--- src/rtl/poeSeqPkg.sv ---
package poeSeqPkg;

  typedef enum logic [3:0] {
    ST_IDLE,
    ST_DSET1,
    ST_DREQ1,
    ST_DSET2,
    ST_DREQ2,
    ST_DEVAL,
    ST_CSET,
    ST_CREQ,
    ST_CEVAL,
    ST_WAITPWR,
    ST_POWER
  } seqState_t;

  typedef enum logic [1:0] {
    MODE_OFF    = 2'd0,
    MODE_MANUAL = 2'd1,
    MODE_SEMI   = 2'd2,
    MODE_AUTO   = 2'd3
  } portMode_t;

  localparam logic [1:0] KIND_DET1  = 2'd0;
  localparam logic [1:0] KIND_DET2  = 2'd1;
  localparam logic [1:0] KIND_CLASS = 2'd2;

  localparam logic [1:0] SIG_NONE = 2'd0;
  localparam logic [1:0] SIG_GOOD = 2'd1;
  localparam logic [1:0] SIG_LOW  = 2'd2;
  localparam logic [1:0] SIG_HIGH = 2'd3;

  localparam logic [2:0] CLASS_TOP = 3'd4;

  typedef struct packed {
    logic clearRes;
    logic capV1;
    logic capV2;
    logic latchDet;
    logic capClass;
  } seqStrobe_t;

  function automatic logic [2:0] mapClass(input logic [2:0] raw);
    return (raw > CLASS_TOP) ? 3'd0 : raw;
  endfunction

endpackage

--- src/rtl/poeSeqCtrl.sv ---
module poeSeqCtrl
  import poeSeqPkg::*;
#(
  parameter int NUM_PORTS = 4,
  parameter int CNT_W     = 8
) (
  input  logic                          clk,
  input  logic                          rstN,
  input  logic [NUM_PORTS-1:0][1:0]     portMode,
  input  logic [2*NUM_PORTS-1:0]        enableReg,
  input  logic [CNT_W-1:0]              settleCycles,
  input  logic [NUM_PORTS-1:0]          hostPwrOn,
  input  logic [NUM_PORTS-1:0]          hostPwrOff,
  input  logic [NUM_PORTS-1:0]          measValid,
  input  logic [NUM_PORTS-1:0]          sigOk,
  output seqStrobe_t [NUM_PORTS-1:0]    strobes,
  output logic [NUM_PORTS-1:0]          measReq,
  output logic [NUM_PORTS-1:0][1:0]     measKind,
  output logic [NUM_PORTS-1:0]          gateOn,
  output logic [NUM_PORTS-1:0]          detectEvt,
  output logic [NUM_PORTS-1:0]          classEvt
);

  for (genvar g = 0; g < NUM_PORTS; g++) begin : gPort
    seqState_t       curSt, nxtSt;
    logic [CNT_W-1:0] cnt, cntNxt;
    seqStrobe_t      stb;
    portMode_t       modeP;
    logic            autoLike;
    logic            detOn, clsOn;
    logic            settled;

    assign modeP    = portMode_t'(portMode[g]);
    assign autoLike = (modeP == MODE_SEMI) || (modeP == MODE_AUTO);
    assign detOn    = enableReg[g];
    assign clsOn    = enableReg[NUM_PORTS+g];
    assign settled  = (cnt == settleCycles);

    always_comb begin
      nxtSt  = curSt;
      cntNxt = '0;
      stb    = '0;
      if ((modeP == MODE_OFF) || hostPwrOff[g]) begin
        nxtSt = ST_IDLE;
      end else if ((modeP == MODE_MANUAL) && (curSt != ST_IDLE) && (curSt != ST_POWER)) begin
        nxtSt = ST_IDLE;
      end else begin
        unique case (curSt)
          ST_IDLE: begin
            if ((modeP == MODE_MANUAL) && hostPwrOn[g]) begin
              nxtSt = ST_POWER;
            end else if (autoLike && detOn) begin
              nxtSt        = ST_DSET1;
              stb.clearRes = 1'b1;
            end
          end
          ST_DSET1, ST_DSET2, ST_CSET: begin
            if (settled) begin
              nxtSt = (curSt == ST_DSET1) ? ST_DREQ1 :
                      (curSt == ST_DSET2) ? ST_DREQ2 : ST_CREQ;
            end else begin
              cntNxt = cnt + 1'b1;
            end
          end
          ST_DREQ1: begin
            if (measValid[g]) begin
              stb.capV1 = 1'b1;
              nxtSt     = ST_DSET2;
            end
          end
          ST_DREQ2: begin
            if (measValid[g]) begin
              stb.capV2 = 1'b1;
              nxtSt     = ST_DEVAL;
            end
          end
          ST_DEVAL: begin
            stb.latchDet = 1'b1;
            if (!sigOk[g]) begin
              nxtSt = ST_IDLE;
            end else if (clsOn) begin
              nxtSt = ST_CSET;
            end else begin
              nxtSt = (modeP == MODE_AUTO) ? ST_POWER : ST_WAITPWR;
            end
          end
          ST_CREQ: begin
            if (measValid[g]) begin
              stb.capClass = 1'b1;
              nxtSt        = ST_CEVAL;
            end
          end
          ST_CEVAL: begin
            nxtSt = (modeP == MODE_AUTO) ? ST_POWER : ST_WAITPWR;
          end
          ST_WAITPWR: begin
            if (hostPwrOn[g]) nxtSt = ST_POWER;
          end
          ST_POWER: begin
            nxtSt = ST_POWER;
          end
          default: nxtSt = ST_IDLE;
        endcase
      end
    end

    always_ff @(posedge clk or negedge rstN) begin
      if (!rstN) begin
        curSt <= ST_IDLE;
        cnt   <= '0;
      end else begin
        curSt <= nxtSt;
        cnt   <= cntNxt;
      end
    end

    assign strobes[g]   = stb;
    assign measReq[g]   = (curSt == ST_DREQ1) || (curSt == ST_DREQ2) || (curSt == ST_CREQ);
    assign measKind[g]  = (curSt == ST_DREQ2) ? KIND_DET2 :
                          (curSt == ST_CREQ)  ? KIND_CLASS : KIND_DET1;
    assign gateOn[g]    = (curSt == ST_POWER);
    assign detectEvt[g] = (curSt == ST_DEVAL);
    assign classEvt[g]  = (curSt == ST_CEVAL);
  end

endmodule

--- src/rtl/poeSeqData.sv ---
module poeSeqData
  import poeSeqPkg::*;
#(
  parameter int NUM_PORTS = 4,
  parameter int CODE_W    = 10
) (
  input  logic                              clk,
  input  logic                              rstN,
  input  seqStrobe_t [NUM_PORTS-1:0]        strobes,
  input  logic [NUM_PORTS-1:0][CODE_W-1:0]  measCode,
  input  logic [CODE_W-1:0]                 sigMinCode,
  input  logic [CODE_W-1:0]                 sigMaxCode,
  output logic [NUM_PORTS-1:0]              sigOk,
  output logic [NUM_PORTS-1:0][1:0]         detResult,
  output logic [NUM_PORTS-1:0][2:0]         classVal
);

  localparam int DIFF_W = CODE_W + 1;

  for (genvar g = 0; g < NUM_PORTS; g++) begin : gLane
    logic [CODE_W-1:0]        v1Reg, v2Reg;
    logic signed [DIFF_W-1:0] slope;
    logic [1:0]               sigCode;
    logic [1:0]               detReg;
    logic [2:0]               clsReg;

    assign slope = $signed({1'b0, v2Reg}) - $signed({1'b0, v1Reg});

    always_comb begin
      if (slope[DIFF_W-1]) begin
        sigCode = SIG_LOW;
      end else if (slope[CODE_W-1:0] < sigMinCode) begin
        sigCode = SIG_LOW;
      end else if (slope[CODE_W-1:0] > sigMaxCode) begin
        sigCode = SIG_HIGH;
      end else begin
        sigCode = SIG_GOOD;
      end
    end

    always_ff @(posedge clk or negedge rstN) begin
      if (!rstN) begin
        v1Reg  <= '0;
        v2Reg  <= '0;
        detReg <= SIG_NONE;
        clsReg <= '0;
      end else begin
        if (strobes[g].capV1) v1Reg <= measCode[g];
        if (strobes[g].capV2) v2Reg <= measCode[g];
        if (strobes[g].clearRes) begin
          detReg <= SIG_NONE;
          clsReg <= '0;
        end else begin
          if (strobes[g].latchDet) detReg <= sigCode;
          if (strobes[g].capClass) clsReg <= mapClass(measCode[g][2:0]);
        end
      end
    end

    assign sigOk[g]     = (sigCode == SIG_GOOD);
    assign detResult[g] = detReg;
    assign classVal[g]  = clsReg;
  end

endmodule

--- src/rtl/poeSequencer.sv ---
module poeSequencer
  import poeSeqPkg::*;
#(
  parameter int NUM_PORTS = 4,
  parameter int CODE_W    = 10,
  parameter int CNT_W     = 8
) (
  input  logic                              clk,
  input  logic                              rstN,
  input  logic [NUM_PORTS-1:0][1:0]         portMode,
  input  logic [2*NUM_PORTS-1:0]            enableReg,
  input  logic [CNT_W-1:0]                  settleCycles,
  input  logic [CODE_W-1:0]                 sigMinCode,
  input  logic [CODE_W-1:0]                 sigMaxCode,
  input  logic [NUM_PORTS-1:0]              hostPwrOn,
  input  logic [NUM_PORTS-1:0]              hostPwrOff,
  input  logic [NUM_PORTS-1:0]              measValid,
  input  logic [NUM_PORTS-1:0][CODE_W-1:0]  measCode,
  output logic [NUM_PORTS-1:0]              measReq,
  output logic [NUM_PORTS-1:0][1:0]         measKind,
  output logic [NUM_PORTS-1:0]              gateOn,
  output logic [NUM_PORTS-1:0][1:0]         detResult,
  output logic [NUM_PORTS-1:0][2:0]         classVal,
  output logic [NUM_PORTS-1:0]              detectEvt,
  output logic [NUM_PORTS-1:0]              classEvt
);

  seqStrobe_t [NUM_PORTS-1:0] strobes;
  logic [NUM_PORTS-1:0]       sigOk;

  poeSeqCtrl #(.NUM_PORTS(NUM_PORTS), .CNT_W(CNT_W)) u_ctrl (
    .clk          (clk),
    .rstN         (rstN),
    .portMode     (portMode),
    .enableReg    (enableReg),
    .settleCycles (settleCycles),
    .hostPwrOn    (hostPwrOn),
    .hostPwrOff   (hostPwrOff),
    .measValid    (measValid),
    .sigOk        (sigOk),
    .strobes      (strobes),
    .measReq      (measReq),
    .measKind     (measKind),
    .gateOn       (gateOn),
    .detectEvt    (detectEvt),
    .classEvt     (classEvt)
  );

  poeSeqData #(.NUM_PORTS(NUM_PORTS), .CODE_W(CODE_W)) u_data (
    .clk        (clk),
    .rstN       (rstN),
    .strobes    (strobes),
    .measCode   (measCode),
    .sigMinCode (sigMinCode),
    .sigMaxCode (sigMaxCode),
    .sigOk      (sigOk),
    .detResult  (detResult),
    .classVal   (classVal)
  );

endmodule

--- config.mk ---
export PLATFORM = sky130hd
export DESIGN_NAME = poeSequencer
export DESIGN_NICKNAME = d
export VERILOG_FILES = /design/src/rtl/poeSeqPkg.sv /design/src/rtl/poeSeqCtrl.sv /design/src/rtl/poeSeqData.sv /design/src/rtl/poeSequencer.sv
export SDC_FILE = /design/constraint.sdc
export NUM_CORES = 1
export LEC_CHECK = 0
export BUFFER_PORTS_ARGS = -buffer_cell sky130_fd_sc_hd__buf_2
export CAP_MARGIN = 20
export CORE_MARGIN = 2
export CORE_UTILIZATION = 51
export DETAILED_ROUTE_END_ITERATION = 7
export GPL_ROUTABILITY_DRIVEN = 0
export MAX_ROUTING_LAYER = met4
export PLACE_DENSITY = 0.69
export SLEW_MARGIN = 15
export SYNTH_ARGS = -nofsm -noshare
export SYNTH_HDL_FRONTEND = slang
export SYNTH_SLANG_ARGS = --single-unit
--- constraint.sdc ---
create_clock -name clk -period 8.7 [get_ports clk]
set_input_delay 2.175 -clock clk [delete_from_list [all_inputs] [get_ports clk]]
set_output_delay 2.175 -clock clk [all_outputs]
set_load 0.03 [all_outputs]
# Yosys cells after proc, flatten, opt, wreduce, memory -nomap -nowiden

Cells that the tools add are included.

Input port bits: 98
Logic and storage cells: 348
Flip-flop bits (word level): 148

$add $sub $neg: 8
Reduce and logical (&&, ||, !) cells: 60
Equal/unequal tests: 88
Mux-type cells: 156
Order comparisons: 12

Operator list:

| kind                                                 | number |
|---|---|
| two-way mux 4 bit                                    | 48 |
| one-hot mux 4 bit (9 select lines)                   | 4 |
| two-way mux 8 bit                                    | 16 |
| two-way mux 2 bit                                    | 36 |
| equality test 4 x 3 -> 1 bit (second input constant) | 16 |
| != test 4 x 2 -> 1 bit (second input constant)       | 16 |
| equality test 4 bit (second input constant)          | 12 |
| subtractor 10 x 10 -> 11 bit                         | 4 |
| > comparator 10 bit                                  | 4 |
| less-than comparator 10 bit                          | 4 |
| two-way mux 5 bit                                    | 8 |
| two-way mux 3 bit                                    | 12 |
| adder 8 x 1 -> 8 bit (second input constant)         | 4 |
| equality test 4 x 2 -> 1 bit (second input constant) | 8 |
| equality test 8 bit                                  | 4 |
| two-way mux 1 bit                                    | 32 |
| AND reduction 6 bit                                  | 4 |
| != test 5 x 1 -> 1 bit (second input constant)       | 4 |
| equality test 2 x 1 -> 1 bit (second input constant) | 8 |
| equality test 2 bit (second input constant)          | 8 |
| equality test 4 x 1 -> 1 bit (second input constant) | 4 |
| logical AND 1 bit                                    | 16 |
| logical NOT 4 bit                                    | 4 |
| logical OR 1 bit                                     | 16 |
| 7 further kinds                                      | 32 |

# Depth between registers and ports, before layout

Word-level depth: 10
Mapped depth: 16

# Cells and area by module

A second synthesis with hierarchy kept.

Cells, all modules: 1,239
Area, all modules: 11,228.3 sq um

Modules (own cells, without submodules):

| module     | instances | sequential area each (sq um) | area each (sq um) | cells each |
|---|---|---|---|---|
| poeSeqData | 1         | 2,502.4                      | 7,223.2           | 743 |
| poeSeqCtrl | 1         | 1,201.2                      | 4,005.1           | 496 |

# Least setup slack after synthesis

Ideal clock, no wire load.

Path kind: reg-to-output
Start point: register u_ctrl.gPort[2].curSt[1]
End point: output port measReq[2]
Stages on the path, launching flop included: 4
Buffers on the path: 1
Path slack: 4.414 ns
Data arrival time: 2.111 ns
Cells stage by stage: dfrtp_1 -> clkbuf_1 -> nor4b_1 -> a31o_2

Longest elaborated chain between the ends: 3
Elaborated cells between the ends (all ways): 5

Ends and longest elaborated chain:

| item                                                                                | RTL line           | source |
|---|---|---|
| start, declared                                                                     | poeSeqCtrl.sv:25   | `seqState_t curSt, nxtSt;` |
| start signal, assigned                                                              | poeSeqCtrl.sv:112  | `curSt <= nxtSt;` |
| equality test 4 x 2 -> 1 bit / equality test 4 x 3 -> 1 bit (equally long branches) | poeSeqCtrl.sv:118  | `assign measReq[g] = (curSt == ST_DREQ1) \|\| (curSt == ST_DREQ2) \|\| (curSt == ST_CREQ);` |
| logical OR 1 bit                                                                    | poeSeqCtrl.sv:118  |  |
| logical OR 1 bit *                                                                  | poeSeqCtrl.sv:118  |  |
| end, declared                                                                       | poeSequencer.sv:19 | `output logic [NUM_PORTS-1:0] measReq,` |

Every way passes the cells marked *; elsewhere a longest branch is shown, timed or not.

# Final worst setup path

Start point: register u_ctrl.gPort[1].curSt[2]
End point: output port detectEvt[1]

Longest elaborated chain between the ends: 1

Ends and longest elaborated chain:

| item                         | RTL line           | source |
|---|---|---|
| start, declared              | poeSeqCtrl.sv:25   |  |
| start signal, assigned       | poeSeqCtrl.sv:112  |  |
| equality test 4 x 3 -> 1 bit | poeSeqCtrl.sv:122  | `assign detectEvt[g] = (curSt == ST_DEVAL);` |
| end, declared                | poeSequencer.sv:24 | `output logic [NUM_PORTS-1:0] detectEvt,` |

No other way between the ends.

==> summary by stage <==
Synthesis
The netlist uses 80 different library cells. Yosys instantiated no cell more often than sky130_fd_sc_hd__dfrtp_1. The summed instance area of the synthesized netlist is about 11000 um2. By area the synthesized netlist is led by sky130_fd_sc_hd__dfrtp_1 33%, sky130_fd_sc_hd__ha_1 13%, sky130_fd_sc_hd__mux2_2 5.3%.

After synthesis, flip-flops and latches occupy between 30% and 40% of the total area. After synthesis, the share of flip-flops with an asynchronous set or reset is between 90% and 100%. The synthesis warning total is 0.

The top cell type's share of synthesized area is between 30% and 40%. A synthesized cell averages 9.30 um2. Counting every net in the synthesized netlist gives ~1400. The cell count after synthesis came out at around 1200. For this run, the leading register cell type out of synthesis is sky130_fd_sc_hd__dfrtp_1.

After synthesis the netlist holds a flip-flop and latch count of about 150. Counting flops with a built-in enable in the synthesized netlist gives 0. The largest area contributor in the netlist is sky130_fd_sc_hd__dfrtp_1. In the synthesized netlist, the cells that appear most often are 148 x sky130_fd_sc_hd__dfrtp_1, 120 x sky130_fd_sc_hd__ha_1, 92 x sky130_fd_sc_hd__inv_1.

Global routing
The via count of the first global-routing pass was ~9400. The global-route wire length before repair is 46200 um. The number of antenna violations at the first check in global routing came to 2.

Across every metal layer, demand over resource in global routing totals between 20% and 30%. Summed over all layers, the global routing overflow is 0. The largest net degree at the start of global routing is 80.

Detailed routing
Using the TritonRoute via totals, the vias-per-cell ratio works out to just under 6. The routed wire length per instance is ~17 um. The iteration-0 DRC count of the detailed router is 775. The number of remaining DRC errors is 0. The total number of vias is roughly 9500. The detailed-route wire length is between 20000 and 30000 um. The number of iterations in the first detailed-routing pass is 5.

The number of nets with antenna violations after routing is 0.

CTS
In this run the deepest clock path goes through 2 buffers. The post-cts sizing count is 0. The later pin in the worst-skew pair is clocked with a latency of between 0.4 and 0.5 ns.

The total clock buffers created by CTS is 17. The number of hold buffers added after CTS was 0. The H-tree depth reported by CTS is 4. Counting every sink on the clock net gives between 100 and 150. TritonCTS built the clock tree. After clock tree synthesis, the clock-pin slew on the worst setup and hold paths is approximately 0.060 ns.

The number of post-CTS setup repair buffers is 0. The tree is rooted in a sky130_fd_sc_hd__clkbuf_16.

STA
The shortest clock period the worst path allows after layout is 4.34 ns. For the final routed database, the setup TNS stands at 0 ns. The max-slew violation count is 0.

The worst slew margin relative to its limit is between 20% and 30%. The highest clock frequency the design can meet is 230 MHz. Across all setup checks in the final design, the least slack found is roughly 4.4 ns. In the finished design, the share of the clock period the worst path needs comes to between 40 and 50%. At the pin with the least slew margin, the transition time is around 1.0 ns. The total count of hold-check failures in the final report is 0. Setup violations remaining at the end of the flow were counted as 0.

Setup repair after global routing left no endpoint under its margin. The worst hold-check slack is between 0.5 and 0.6 ns. The clock tree skew after final layout is about 0.012 ns.

Run status
The run finished with clean final reports.

Placement
Detailed placement finished with a half-perimeter wire length of 21000 um. The worst-case setup slack after placement is between 4 and 5 ns. After detailed placement, the total cell area comes to 12100 um2. The total of buffers placed on input and output ports is approximately 140.

Floorplanning
The die covers ~23000 um2. Once the floorplan was initialized, standard cells occupied 51.5% of the core. The die outline height is approximately 150 um. Row generation in the floorplan step produced 54 rows. The core box area is between 20000 and 25000 um2.

The die is between 150 and 200 um wide. The count of boundary I/O pins is 142.

Critical path
For the worst setup path, the data required time is around 6.5 ns. The biggest fanout along the worst timing path is 13. The largest single stage delay on the critical path is slightly above 0.6 ns. The sort of element at the start of the critical path is a flop.

The critical path goes through inv_1 > nor4b_1 > buf_2. The critical path arrival is 2.17 ns. The capturing element type of the critical path is a primary output. The number of buffer and inverter instances along the worst setup path is 2. The worst setup path is of the flop to primary output kind. The largest individual stage delay along the critical path comes from the cell sky130_fd_sc_hd__dfrtp_1. In this design, the largest share of critical-path delay is due to flip-flops.

Final layout
Measured on the finished design, the core utilization comes to 58.4%. Relative to the synthesized area, the layout overhead comes to 13.4%. The number of nets in the finished design is 1553. The finished layout cell area is 12700 um2. Cells with a size suffix above 1 make up 18.6% of the layout.

Run
Max-cap violations in this run came to 0.

Hold path
The path type of the worst min-delay path is flop to flop.

Power and ir drop
The largest voltage drop on the vdd net is about 140 uV. In this run the static leakage power is approximately 0.006 uW. Dividing total power by cell area gives a power density of 273 nW/um2.
==> cells by family (layout without fill, tap and decap cells) <==
kind of cell,count (synthesis),count (layout),share of synthesized area (%)
AOI/OAI and AO/OA,278,278,17.0
adders and majority gates,124,124,14.2
buffers and inverters,123,266,4.25
and+or+nand+nor,387,387,19.1
muxes,57,57,5.75
other,0,1,0
DFF,148,148,33.2
xor gates and xnor gates,84,84,6.59
==> sequential cells by signal (all words and copies together) (netlist names) <==
register and cells:
u_data.gLane.v1Reg 40, u_data.gLane.detReg 8, u_ctrl.gPort.curSt 16, u_ctrl.gPort.cnt 32, u_data.gLane.v2Reg 40, u_data.gLane.clsReg 12
==> cells in the final DEF, fill, tap and decap left out, types with 32 or more instances in the layout <==
| cell type | count |
|---|---|
| sky130_fd_sc_hd__a21oi_1 | 57 |
| sky130_fd_sc_hd__buf_2 | 140 |
| sky130_fd_sc_hd__dfrtp_1 | 148 |
| sky130_fd_sc_hd__ha_1 | 120 |
| sky130_fd_sc_hd__inv_1 | 92 |
| sky130_fd_sc_hd__mux2_2 | 53 |
| sky130_fd_sc_hd__nand2_1 | 67 |
| sky130_fd_sc_hd__nand2b_1 | 33 |
| sky130_fd_sc_hd__nand3_1 | 32 |
| sky130_fd_sc_hd__nor2_1 | 74 |
| sky130_fd_sc_hd__o21ai_0 | 63 |
| sky130_fd_sc_hd__xnor2_1 | 47 |
| sky130_fd_sc_hd__xor2_1 | 37 |
==> metal layers <==
layer | track usage [%] | up-vias | wire length, um
li1 | - | 4637 | -
met1 | 32.3 | 4572 | 12600
met2 | 40.6 | 277 | 13100
met3 | 4.22 | 29 | 1370
met4 | 5.96 | 0 | 350
met5 | - | - | 0
==> stage by stage <==
step	instances	total power, uW
after floorplan	1201	2280
after global placement	1592	2700
after detailed placement	1592	2750
after CTS	1624	3460
after global routing	1625	3760
final	1625	3460
==> power breakdown <==
part | internal (uW) | leakage, uW | switching (uW)
clock network | 371 | 0.000245 | 323
registers | 801 | 0.00194 | 84.6
logic | 823 | 0.00396 | 1060
total | 2000 | 0.00615 | 1470
==> cell type report <==
class                      instances  area, um2
fill                            1910       9020
inverter                          92        345
sequential                       148       3700
multi-input combinational        930       7000
clock inverter                    14        116
tap                              280        350
clock buffer                      18        429
antenna                            1       2.50
timing repair buffer             142        719
==> final timing paths <==
kind / start / end / slack (ns) / cells past startpoint
worst max-delay path: u_ctrl.gPort[1].curSt[2]$_DFFE_PN0P_ / detectEvt[1] / 4.36 / 3
worst min-delay path: u_data.gLane[0].v1Reg[7]$_DFFE_PN0P_ / u_data.gLane[0].v1Reg[7]$_DFFE_PN0P_ / 0.50 / 1
worst max register to register: u_data.gLane[3].v1Reg[0]$_DFFE_PN0P_ / u_ctrl.gPort[3].curSt[1]$_DFFE_PN0P_ / 4.64 / 12
worst min register to register: u_data.gLane[0].v1Reg[7]$_DFFE_PN0P_ / u_data.gLane[0].v1Reg[7]$_DFFE_PN0P_ / 0.50 / 1
max in group asynchronous: rstN / u_data.gLane[3].v1Reg[0]$_DFFE_PN0P_ / 5.54 / 2
min in group asynchronous: rstN / u_data.gLane[1].clsReg[0]$_DFFE_PN0P_ / 1.77 / 1
Note: power is estimated with default switching activity, not from simulation.
